### src/rtl/hfc_pkg.sv
`timescale 1ns/1ps
package hfc_pkg;

    // Operand source choice for an execute-stage ALU input
    typedef enum logic [1:0] {
        SEL_RF    = 2'b00,
        SEL_EXMEM = 2'b01,
        SEL_MEMWB = 2'b10
    } fwd_sel_e;

    // Comparison outcome for one operand against the two producers
    typedef struct packed {
        logic near_hit;   // memory-stage ALU producer matches
        logic near_block; // memory-stage load matches (data not ready)
        logic far_hit;    // writeback-stage producer matches
    } hit_vec_t;

    // Younger producer ranks first; a matching load shadows older data
    function automatic fwd_sel_e rank_sources(hit_vec_t h);
        if (h.near_hit)   return SEL_EXMEM;
        if (h.near_block) return SEL_RF;
        if (h.far_hit)    return SEL_MEMWB;
        return SEL_RF;
    endfunction

endpackage

### src/rtl/hfc_operand_fwd.sv
`timescale 1ns/1ps
module hfc_operand_fwd
    import hfc_pkg::*;
#(
    parameter int AW = 5
) (
    input  logic          clk,
    input  logic          rst,
    input  logic [AW-1:0] src_i,
    input  logic [AW-1:0] mem_dst_i,
    input  logic          mem_wen_i,
    input  logic          mem_load_i,
    input  logic [AW-1:0] wb_dst_i,
    input  logic          wb_wen_i,
    output fwd_sel_e      sel_o
);

    hit_vec_t hits;
    logic     mem_match;
    logic     wb_match;

    always_comb begin
        mem_match       = mem_wen_i && (mem_dst_i == src_i);
        wb_match        = wb_wen_i && (wb_dst_i == src_i);
        hits.near_hit   = mem_match && !mem_load_i;
        hits.near_block = mem_match && mem_load_i;
        hits.far_hit    = wb_match;
        sel_o           = rank_sources(hits);
    end

    assert_sel_legal_R1: assert property (@(posedge clk) disable iff (rst)
        sel_o != 2'b11);

    assert_near_wins_R2: assert property (@(posedge clk) disable iff (rst)
        (mem_wen_i && !mem_load_i && mem_dst_i == src_i) |-> sel_o == SEL_EXMEM);

    assert_far_only_R3: assert property (@(posedge clk) disable iff (rst)
        (sel_o == SEL_MEMWB) |-> (wb_wen_i && wb_dst_i == src_i &&
                                  !(mem_wen_i && mem_dst_i == src_i)));

    assert_priority_R4: assert property (@(posedge clk) disable iff (rst)
        (mem_wen_i && !mem_load_i && mem_dst_i == src_i && wb_wen_i && wb_dst_i == src_i)
            |-> sel_o != SEL_MEMWB);

    assert_gate_R5: assert property (@(posedge clk) disable iff (rst)
        (!mem_wen_i && !wb_wen_i) |-> sel_o == SEL_RF);

    assert_load_mask_R6: assert property (@(posedge clk) disable iff (rst)
        (mem_wen_i && mem_load_i && mem_dst_i == src_i) |-> sel_o == SEL_RF);

endmodule

### src/rtl/hfc_load_use.sv
`timescale 1ns/1ps
module hfc_load_use #(
    parameter int AW      = 5,
    parameter int NUM_SRC = 2
) (
    input  logic                    clk,
    input  logic                    rst,
    input  logic [NUM_SRC-1:0][AW-1:0] id_src_i,
    input  logic [AW-1:0]           ex_dst_i,
    input  logic                    ex_wen_i,
    input  logic                    ex_load_i,
    output logic                    stall_o
);

    logic [NUM_SRC-1:0] src_hit;

    for (genvar k = 0; k < NUM_SRC; k++) begin : g_cmp
        assign src_hit[k] = (id_src_i[k] == ex_dst_i);
    end

    always_comb begin
        stall_o = ex_load_i && ex_wen_i && (|src_hit);
    end

    assert_stall_cause_R7: assert property (@(posedge clk) disable iff (rst)
        stall_o |-> (ex_load_i && ex_wen_i));

    assert_stall_single_R8: assert property (@(posedge clk) disable iff (rst)
        stall_o |=> !stall_o);

endmodule

### src/rtl/hfc_rf_bypass.sv
`timescale 1ns/1ps
module hfc_rf_bypass #(
    parameter int AW = 5
) (
    input  logic          clk,
    input  logic          rst,
    input  logic [AW-1:0] src_i,
    input  logic [AW-1:0] wb_dst_i,
    input  logic          wb_wen_i,
    output logic          byp_o
);

    always_comb begin
        byp_o = wb_wen_i && (wb_dst_i == src_i);
    end

    assert_byp_cause_R9: assert property (@(posedge clk) disable iff (rst)
        byp_o |-> (wb_wen_i && wb_dst_i == src_i));

    assert_byp_needed_R9: assert property (@(posedge clk) disable iff (rst)
        (wb_wen_i && wb_dst_i == src_i) |-> byp_o);

endmodule

### src/rtl/hazard_fwd_ctrl.sv
`timescale 1ns/1ps
module hazard_fwd_ctrl
    import hfc_pkg::*;
#(
    parameter int NUM_REGS = 32,
    parameter int NUM_SRC  = 2,
    localparam int AW      = $clog2(NUM_REGS)
) (
    input  logic                       clk,
    input  logic                       rst,
    input  logic [NUM_SRC-1:0][AW-1:0] id_src_i,
    input  logic [NUM_SRC-1:0][AW-1:0] ex_src_i,
    input  logic [AW-1:0]              ex_dst_i,
    input  logic                       ex_wen_i,
    input  logic                       ex_load_i,
    input  logic [AW-1:0]              mem_dst_i,
    input  logic                       mem_wen_i,
    input  logic                       mem_load_i,
    input  logic [AW-1:0]              wb_dst_i,
    input  logic                       wb_wen_i,
    output logic [NUM_SRC-1:0][1:0]    ex_fwd_sel_o,
    output logic [NUM_SRC-1:0]         id_wb_byp_o,
    output logic                       fetch_hold_o,
    output logic                       idex_bubble_o
);

    logic load_use;

    for (genvar k = 0; k < NUM_SRC; k++) begin : g_opnd
        fwd_sel_e sel_k;

        hfc_operand_fwd #(.AW(AW)) u_fwd (
            .clk        (clk),
            .rst        (rst),
            .src_i      (ex_src_i[k]),
            .mem_dst_i  (mem_dst_i),
            .mem_wen_i  (mem_wen_i),
            .mem_load_i (mem_load_i),
            .wb_dst_i   (wb_dst_i),
            .wb_wen_i   (wb_wen_i),
            .sel_o      (sel_k)
        );

        assign ex_fwd_sel_o[k] = sel_k;

        hfc_rf_bypass #(.AW(AW)) u_byp (
            .clk      (clk),
            .rst      (rst),
            .src_i    (id_src_i[k]),
            .wb_dst_i (wb_dst_i),
            .wb_wen_i (wb_wen_i),
            .byp_o    (id_wb_byp_o[k])
        );
    end

    hfc_load_use #(.AW(AW), .NUM_SRC(NUM_SRC)) u_lu (
        .clk       (clk),
        .rst       (rst),
        .id_src_i  (id_src_i),
        .ex_dst_i  (ex_dst_i),
        .ex_wen_i  (ex_wen_i),
        .ex_load_i (ex_load_i),
        .stall_o   (load_use)
    );

    assign fetch_hold_o  = load_use;
    assign idex_bubble_o = load_use;

    assert_hold_bubble_R7: assert property (@(posedge clk) disable iff (rst)
        fetch_hold_o == idex_bubble_o);

endmodule

### config.mk
export PLATFORM = sky130hd
export DESIGN_NAME = hazard_fwd_ctrl
export DESIGN_NICKNAME = d
export VERILOG_FILES = /design/src/rtl/hfc_pkg.sv /design/src/rtl/hfc_operand_fwd.sv /design/src/rtl/hfc_load_use.sv /design/src/rtl/hfc_rf_bypass.sv /design/src/rtl/hazard_fwd_ctrl.sv
export SDC_FILE = /design/constraint.sdc
export NUM_CORES = 1
export LEC_CHECK = 0
export BUFFER_PORTS_ARGS = -buffer_cell sky130_fd_sc_hd__buf_2
export CORE_MARGIN = 10
export CORE_UTILIZATION = 30
export DETAILED_ROUTE_END_ITERATION = 8
export PLACE_DENSITY = 0.77
export SLEW_MARGIN = 20
export SYNTH_ARGS = -nofsm -noshare
export SYNTH_HDL_FRONTEND = slang
export SYNTH_SLANG_ARGS = --single-unit
### constraint.sdc
create_clock -name vclk -period 1.1
set_clock_uncertainty 0.15 [all_clocks]
set_input_delay 0.11 -clock vclk [all_inputs]
set_output_delay 0.11 -clock vclk [all_outputs]
set_load 0.05 [all_outputs]
# After elaboration in Yosys (flattened, before gate mapping)
# Index checks and enable logic that the tools add are counted.
# Widths: inputs -> output; s select.
[op_classes] n_eq_ne=8 mux=24 n_reduce_logical=14
[ops] operator="$eq 5x5->1" n=8
[ops] operator="$mux 2" n=12
[ops] operator="$logic_and 1x1->1" n=12
[ops] operator="$mux 1" n=12
[ops] operator="$reduce_or 2->1" n=1
[ops] operator="$logic_not 1->1" n=1
[word_totals] reg_bits=0 word_cells=46

# Logic depth before layout (Yosys ltp)
# Gate-level depths: netlist of run 1.
[logic_depth] ltp_word=10 mapped_depth=4

# By module
# From an unflattened synthesis of run 1, not the netlist that was laid out.
[unflattened] cells_unflattened=62 hier_area_um2=489.2
[modules_own_cells] mod="hfc_operand_fwd" n_inst=2 cells_each=16 area_per_inst_um2=126.4
[modules_own_cells] mod="hfc_load_use" n_inst=1 cells_each=15 area_per_inst_um2=116.4
[modules_own_cells] mod="hfc_rf_bypass" n_inst=2 cells_each=7 area_per_inst_um2=56.3
[modules_own_cells] mod="hazard_fwd_ctrl" n_inst=1 cells_each=1 area_per_inst_um2=7.5

# Worst setup path before layout of run 1
# OpenSTA, ideal clock, no wires.
[synth_path] path_kind="input to output" start="in ex_src_i[7] (netlist name)" end="out ex_fwd_sel_o[2] (netlist name)" t_arrival_ns=1.819 setup_slack_ns=-0.979 stages=3 cell_sequence="xnor2_1 -> nand4_1 -> nor4_1"
[synth_rtl] element="from (decl)" line="hazard_fwd_ctrl.sv:12" text="input logic [NUM_SRC-1:0][AW-1:0] ex_src_i,"
[synth_rtl] element="to (decl)" line="hazard_fwd_ctrl.sv:21" text="output logic [NUM_SRC-1:0][1:0] ex_fwd_sel_o,"

==> results of run 1 <==
==> layout make-up <==
type | count | share of cell area, %
multi-input combinational | 60 | 52.4
tap | 16 | 1.55
timing repair buffer | 64 | 46.0
==> cells by family after synthesis <==
family	after synthesis	share of synthesized area, %
buf+inv	3	4.55
simple gates	19	23.5
xor+xnor	40	70.7
compound gates	1	1.26
==> synthesized netlist by cell type, drive strengths merged <==
library cell  instances  share of area [%]
xnor2                18                 32
nor3                  1                1.0
and4                  1                1.8
xor2                 22                 39
nor2                  2                1.5
nand4                 3                3.8
o22ai                 1                1.3
nand3                 4                4.0
and3                  2                2.5
nor4                  6                8.8
buf                   3                4.5
==> metal layers <==
metal,up-vias,global-route usage [%],wire [µm]
li1,336,-,-
met4,0,5.02,76
met2,35,26.6,1560
met5,-,0,0
met3,6,4.18,311
met1,339,12.8,896
==> worst max path at each step <==
| stage | start | to | slack (ns) | depth (start not counted) |
|---|---|---|---|---|
| floorplan | id_src_i[3] | idex_bubble_o | -0.15 | 4 |
| global placement | mem_dst_i[3] | ex_fwd_sel_o[1] | -0.39 | 6 |
| detailed placement | wb_dst_i[3] | ex_fwd_sel_o[1] | -0.43 | 5 |
| CTS | ex_src_i[4] | ex_fwd_sel_o[1] | -0.31 | 6 |
| global route | wb_dst_i[3] | ex_fwd_sel_o[3] | -0.35 | 6 |
| finish | ex_src_i[4] | ex_fwd_sel_o[1] | -0.33 | 6 |
==> layout by cell type (no fill, tap or decap), drive strengths merged <==
cell type and count:
nor2 2, nand3 4, nor4 6, xnor2 18, nor3 1, o22ai 1
xor2 22, buf 64, nand4 3, and4 1, and3 2
==> metrics by stage <==
step / instance area (µm²) / total power, W
after floorplan: 591 / 0.000176
after global placement: 945 / 0.000357
after detailed placement: 945 / 0.000366
after CTS: 1180 / 0.000445
after global routing: 1290 / 0.000533
final: 1290 / 0.000505
==> power by group through the flow <==
| stage | clock [W] | combinational, W | sequential, W |
|---|---|---|---|
| finish | 0 | 0.000505 | 0 |
| global route | 0 | 0.000533 | 0 |
| CTS | 0 | 0.000445 | 0 |
| detailed placement | 0 | 0.000366 | 0 |
| global placement | 0 | 0.000357 | 0 |
| floorplan | 0 | 0.000176 | 0 |
==> timing repair <==
action                     in CTS  in global routing
hold buffers                    0                  0
gates resized for setup        56                 24
buffers inserted                0                  0
gates cloned                    0                  0
pin swaps                      20                 11
setup endpoints to repair       8                  8
==> key figures, run 1 <==
Detailed routing
  – Detail Route Antenna Nets: 0
  – Routed WL: 2.84 mm
  – # DRC: 0
  – Drt pass-1 iters: 4
  – Vias: 716
  – Initial drt markers: 14
  – Vias/cell: 5.11
  – Average routed wire per standard cell: 20.3 µm

Global route
  – Initial antenna violation count: 0
  – Vias in the first global route: 810
  – Gr ovfl total: 0
  – First-pass GRT wire length: 3.93 mm
  – GRT Util Overall: 13.6%
  – Largest net degree at the start of global routing: 5

Layout
  – Sequential cells: 0
  – Final core occ: 83.9%
  – Synth-to-layout area growth: 161%
  – # diodes: 0
  – Clkbuf count: 0
  – Final net count: 168
  – Storage cell area: 0 µm²
  – Layout cell share with drive strength beyond 1: 75.0%
  – Fill count: 89
  – Area occupied by multi-input gates: 678 µm²
  – Cell Count, Final, Fillers Out: 140

Job
  – Max-cap check violation count: 0

STA
  – Final Hold Viols: 0
  – Setup ws final: -0.328 ns
  – Worst hold slack: 0.434 ns
  – Rel. slew slack: 76.6%
  – Final min period: 1.43 ns
  – Count of pins over their slew limit: 0
  – Period utilization: 130%
  – RSZ-0062 raised after global routing: yes
  – Least-Margin Pin Slew: 0.350 ns
  – Final TNS setup: -1.77 ns
  – Max frequency: 700 MHz
  – Setup-failing EPs final: 8

Status
  – Failing checks: setup timing
  – Status: complete, but fails checks

Power
  – Logic gate share of total power: 100.0%
  – Sw Ratio: 43.9%
  – Sw Pwr: 0.000221 W
  – Clock network power share: 0%
  – Worst VDD drop: 235 µV
  – Sequential share of power: 0%
  – Leakage: 0.585 nW
  – Int Power: 0.000283 W
  – P per Cell Area: 390 nW/µm²

Setup path
  – Slowest stage delay, CP: 0.29 ns
  – Number of buffers and inverters on the critical path: 2
  – Crit end category: output pin
  – CP Cell Sequence: buf_8 -> xor2_2 -> nor4_2 -> nand3_2 -> and4_4 -> buf_8
  – Crit path DAT: 1.17 ns
  – Dominant cell type by count on the critical path: buf_8
  – Critical Path RT: 0.84 ns
  – Slowest CP cell: nor4_2
  – Crit-path max FO: 2
  – Delay-heaviest family, CP: simple AND/OR/NAND/NOR gates
  – Crit Path Category: input pin to output pin
  – Startpoint types: input pin

Worst hold path
  – Worst Hold End: ex_fwd_sel_o[2]
  – Hold depth: 3
  – Hold Startpoint: mem_load_i
  – Hold Path Class: input pin to output pin

Yosys
  – Seq/Total Area, Yosys: 0%
  – Mapped Area: 495 µm²
  – Total of warnings raised by yosys: 0
  – Mean post-synth cell area: 7.86 µm²
  – Cells after Synth: 63
  – Post-Syn Nets: 105
  – Post-synthesis cell type count: 12

Floorplan
  – # IOs: 50
  – Die width: 60.6 µm
  – Area of the core: 1540 µm²
  – Starting Density: 32.1%
  – Die H: 60.6 µm
  – Site Rows: 14
  – Die area: 3680 µm²

Placement
  – Port bufs: 48
  – Dpl cells: 140
  – Post-DP HPWL: 1.87 mm
  – Gpl congestion: 0.819
  – Pre-CTS WS: -0.426 ns
(Power assumes the default switching activity.)
==> run 2: changes to the inputs <==
==> constraint.sdc (replaced) <==
create_clock -name vclk -period 1.7
set_clock_uncertainty 0.15 [all_clocks]
set_input_delay 0.17 -clock vclk [all_inputs]
set_output_delay 0.17 -clock vclk [all_outputs]
set_load 0.05 [all_outputs]
==> key figures, run 2 (synthesis gave the netlist of run 1 again) <==
Status
  – Status: finished clean (was complete, but fails checks)

Detailed routing
  – Routed WL: 1.89 mm (was 2.84 mm)
  – # DRC: 0 (unchanged)
  – Average routed wire per standard cell: 15.2 µm (was 20.3 µm)
  – Detail Route Antenna Nets: 0 (unchanged)
  – Vias: 590 (was 716)
  – Initial drt markers: 8 (was 14)
  – Drt pass-1 iters: 4 (unchanged)
  – Vias/cell: 4.76 (was 5.11)

Global route
  – Initial antenna violation count: 0 (unchanged)
  – Largest net degree at the start of global routing: 5 (unchanged)
  – GRT Util Overall: 9.36% (was 13.6%)
  – First-pass GRT wire length: 2.85 mm (was 3.93 mm)
  – Gr ovfl total: 0 (unchanged)
  – Vias in the first global route: 689 (was 810)

Setup path
  – Delay-heaviest family, CP: simple AND/OR/NAND/NOR gates (unchanged)
  – Number of buffers and inverters on the critical path: 2 (unchanged)
  – Crit end category: output pin (unchanged)
  – Dominant cell type by count on the critical path: buf_2 (was buf_8)
  – Critical Path RT: 1.38 ns (was 0.84 ns)
  – Crit path DAT: 1.26 ns (was 1.17 ns)
  – Slowest CP cell: nor4_2 (unchanged)
  – Startpoint types: input pin (unchanged)
  – Crit Path Category: input pin to output pin (unchanged)
  – Slowest stage delay, CP: 0.27 ns (was 0.29 ns)
  – Crit-path max FO: 2 (unchanged)
  – CP Cell Sequence: buf_2 -> xor2_1 -> nor4_2 -> nand3_1 -> and4_1 -> buf_2 (was buf_8 -> xor2_2 -> nor4_2 -> nand3_2 -> and4_4 -> buf_8)

Floorplan
  – Die width: 60.6 µm (unchanged)
  – Die area: 3680 µm² (unchanged)
  – Area of the core: 1540 µm² (unchanged)
  – Site Rows: 14 (unchanged)
  – # IOs: 50 (unchanged)
  – Starting Density: 32.1% (unchanged)
  – Die H: 60.6 µm (unchanged)

STA
  – Max frequency: 633 MHz
  – Final TNS setup: 0 ns (was -1.77 ns)
  – Setup-failing EPs final: 0 (was 8)
  – Period utilization: 92.9%
  – Final min period: 1.58 ns
  – Count of pins over their slew limit: 0 (unchanged)
  – RSZ-0062 raised after global routing: no (was yes)
  – Least-Margin Pin Slew: 0.241 ns (was 0.350 ns)
  – Setup ws final: 0.120 ns (was -0.328 ns)
  – Rel. slew slack: 83.8% (was 76.6%)
  – Final Hold Viols: 0 (unchanged)

Layout
  – # diodes: 0 (unchanged)
  – Fill count: 150 (was 89)
  – Storage cell area: 0 µm² (unchanged)
  – Final net count: 152 (was 168)
  – Cell Count, Final, Fillers Out: 124 (was 140)
  – Leading cell types in the layout, fill and taps excluded: 48 x buf_2, 22 x xor2_1, 18 x xnor2_1 (was 24 x buf_6, 17 x xor2_1, 16 x buf_2, 16 x buf_4, 11 x xnor2_2)
  – Commonest non-fill, non-tap cell in the layout: buf_2 (was buf_6)
  – Synth-to-layout area growth: 51.8% (was 161%)
  – Final core occ: 48.8% (was 83.9%)
  – Sequential cells: 0 (unchanged)
  – Layout cell share with drive strength beyond 1: 48.1% (was 75.0%)
  – Clkbuf count: 0 (unchanged)

Power
  – Sequential share of power: 0% (about the same)
  – Sw Ratio: 52.1% (was 43.9%)
  – Int Power: 0.0000916 W (was 0.000283 W)
  – Worst VDD drop: 119 µV (was 235 µV)
  – Sw Pwr: 0.0000997 W (was 0.000221 W)
  – P per Cell Area: 254 nW/µm² (was 390 nW/µm²)
  – Logic gate share of total power: 100.0% (about the same)
  – Leakage: 0.365 nW (was 0.585 nW)
  – Clock network power share: 0% (about the same)

Placement
  – Post-DP HPWL: 1.81 mm (was 1.87 mm)
  – Gpl congestion: 0.729 (was 0.819)
  – Port bufs: 48 (unchanged)
  – Dpl cells: 124 (was 140)
  – Pre-CTS WS: 0.0782 ns (was -0.426 ns)

Job
  – Max-cap check violation count: 0 (unchanged)

Clock network
  – Setup bufs post-CTS: 0 (unchanged)

Worst hold path
  – Hold Path Class: input pin to output pin (unchanged)
[run 2: cell types whose count changed in the layout (fill, tap and decap cells not counted), sizes merged]
cell / delta
buf: -16
[run 2: final timing paths]
path                     start               to  cells past startpoint
setup / recovery  mem_dst_i[3]  ex_fwd_sel_o[1]                      6
hold / removal      mem_load_i  ex_fwd_sel_o[0]                      3
[run 2: layout make-up]
type / count / area, µm² / area share, %
timing repair buffer: 48 / 240 / 31.9
tap: 16 / 20.0 / 2.66
multi-input combinational: 60 / 492 / 65.4
[run 2: routing by layer]
layer | vias up | part of all wire [%] | track usage, % | wire length [µm]
met5 | - | 0 | 0 | 0
met3 | 2 | 8.8 | 1.67 | 166
met2 | 22 | 53 | 18.5 | 1010
met1 | 259 | 37 | 10.2 | 689
li1 | 307 | - | - | -
met4 | 0 | 1.1 | 0.940 | 21
[run 2: power groups by stage]
stage | registers (W) | clock network [W] | logic (W)
finish | 0 | 0 | 0.000191
global route | 0 | 0 | 0.000209
CTS | 0 | 0 | 0.000190
detailed placement | 0 | 0 | 0.000189
global placement | 0 | 0 | 0.000182
floorplan | 0 | 0 | 0.0000978
[run 2: through the flow]
step,total power [W],hold slack (ns),instance area (µm²)
after floorplan,0.0000978,0.295,508
after global placement,0.000182,0.526,746
after detailed placement,0.000189,0.533,746
after CTS,0.000190,0.533,746
after global routing,0.000209,0.550,752
final,0.000191,0.526,752
[run 2: what timing repair did]
action / CTS / global route
hold buffers: 0 / 0
endpoints found under the hold margin: 0 / 0
gates resized for setup: 0 / 1
setup endpoints to repair: 0 / 1
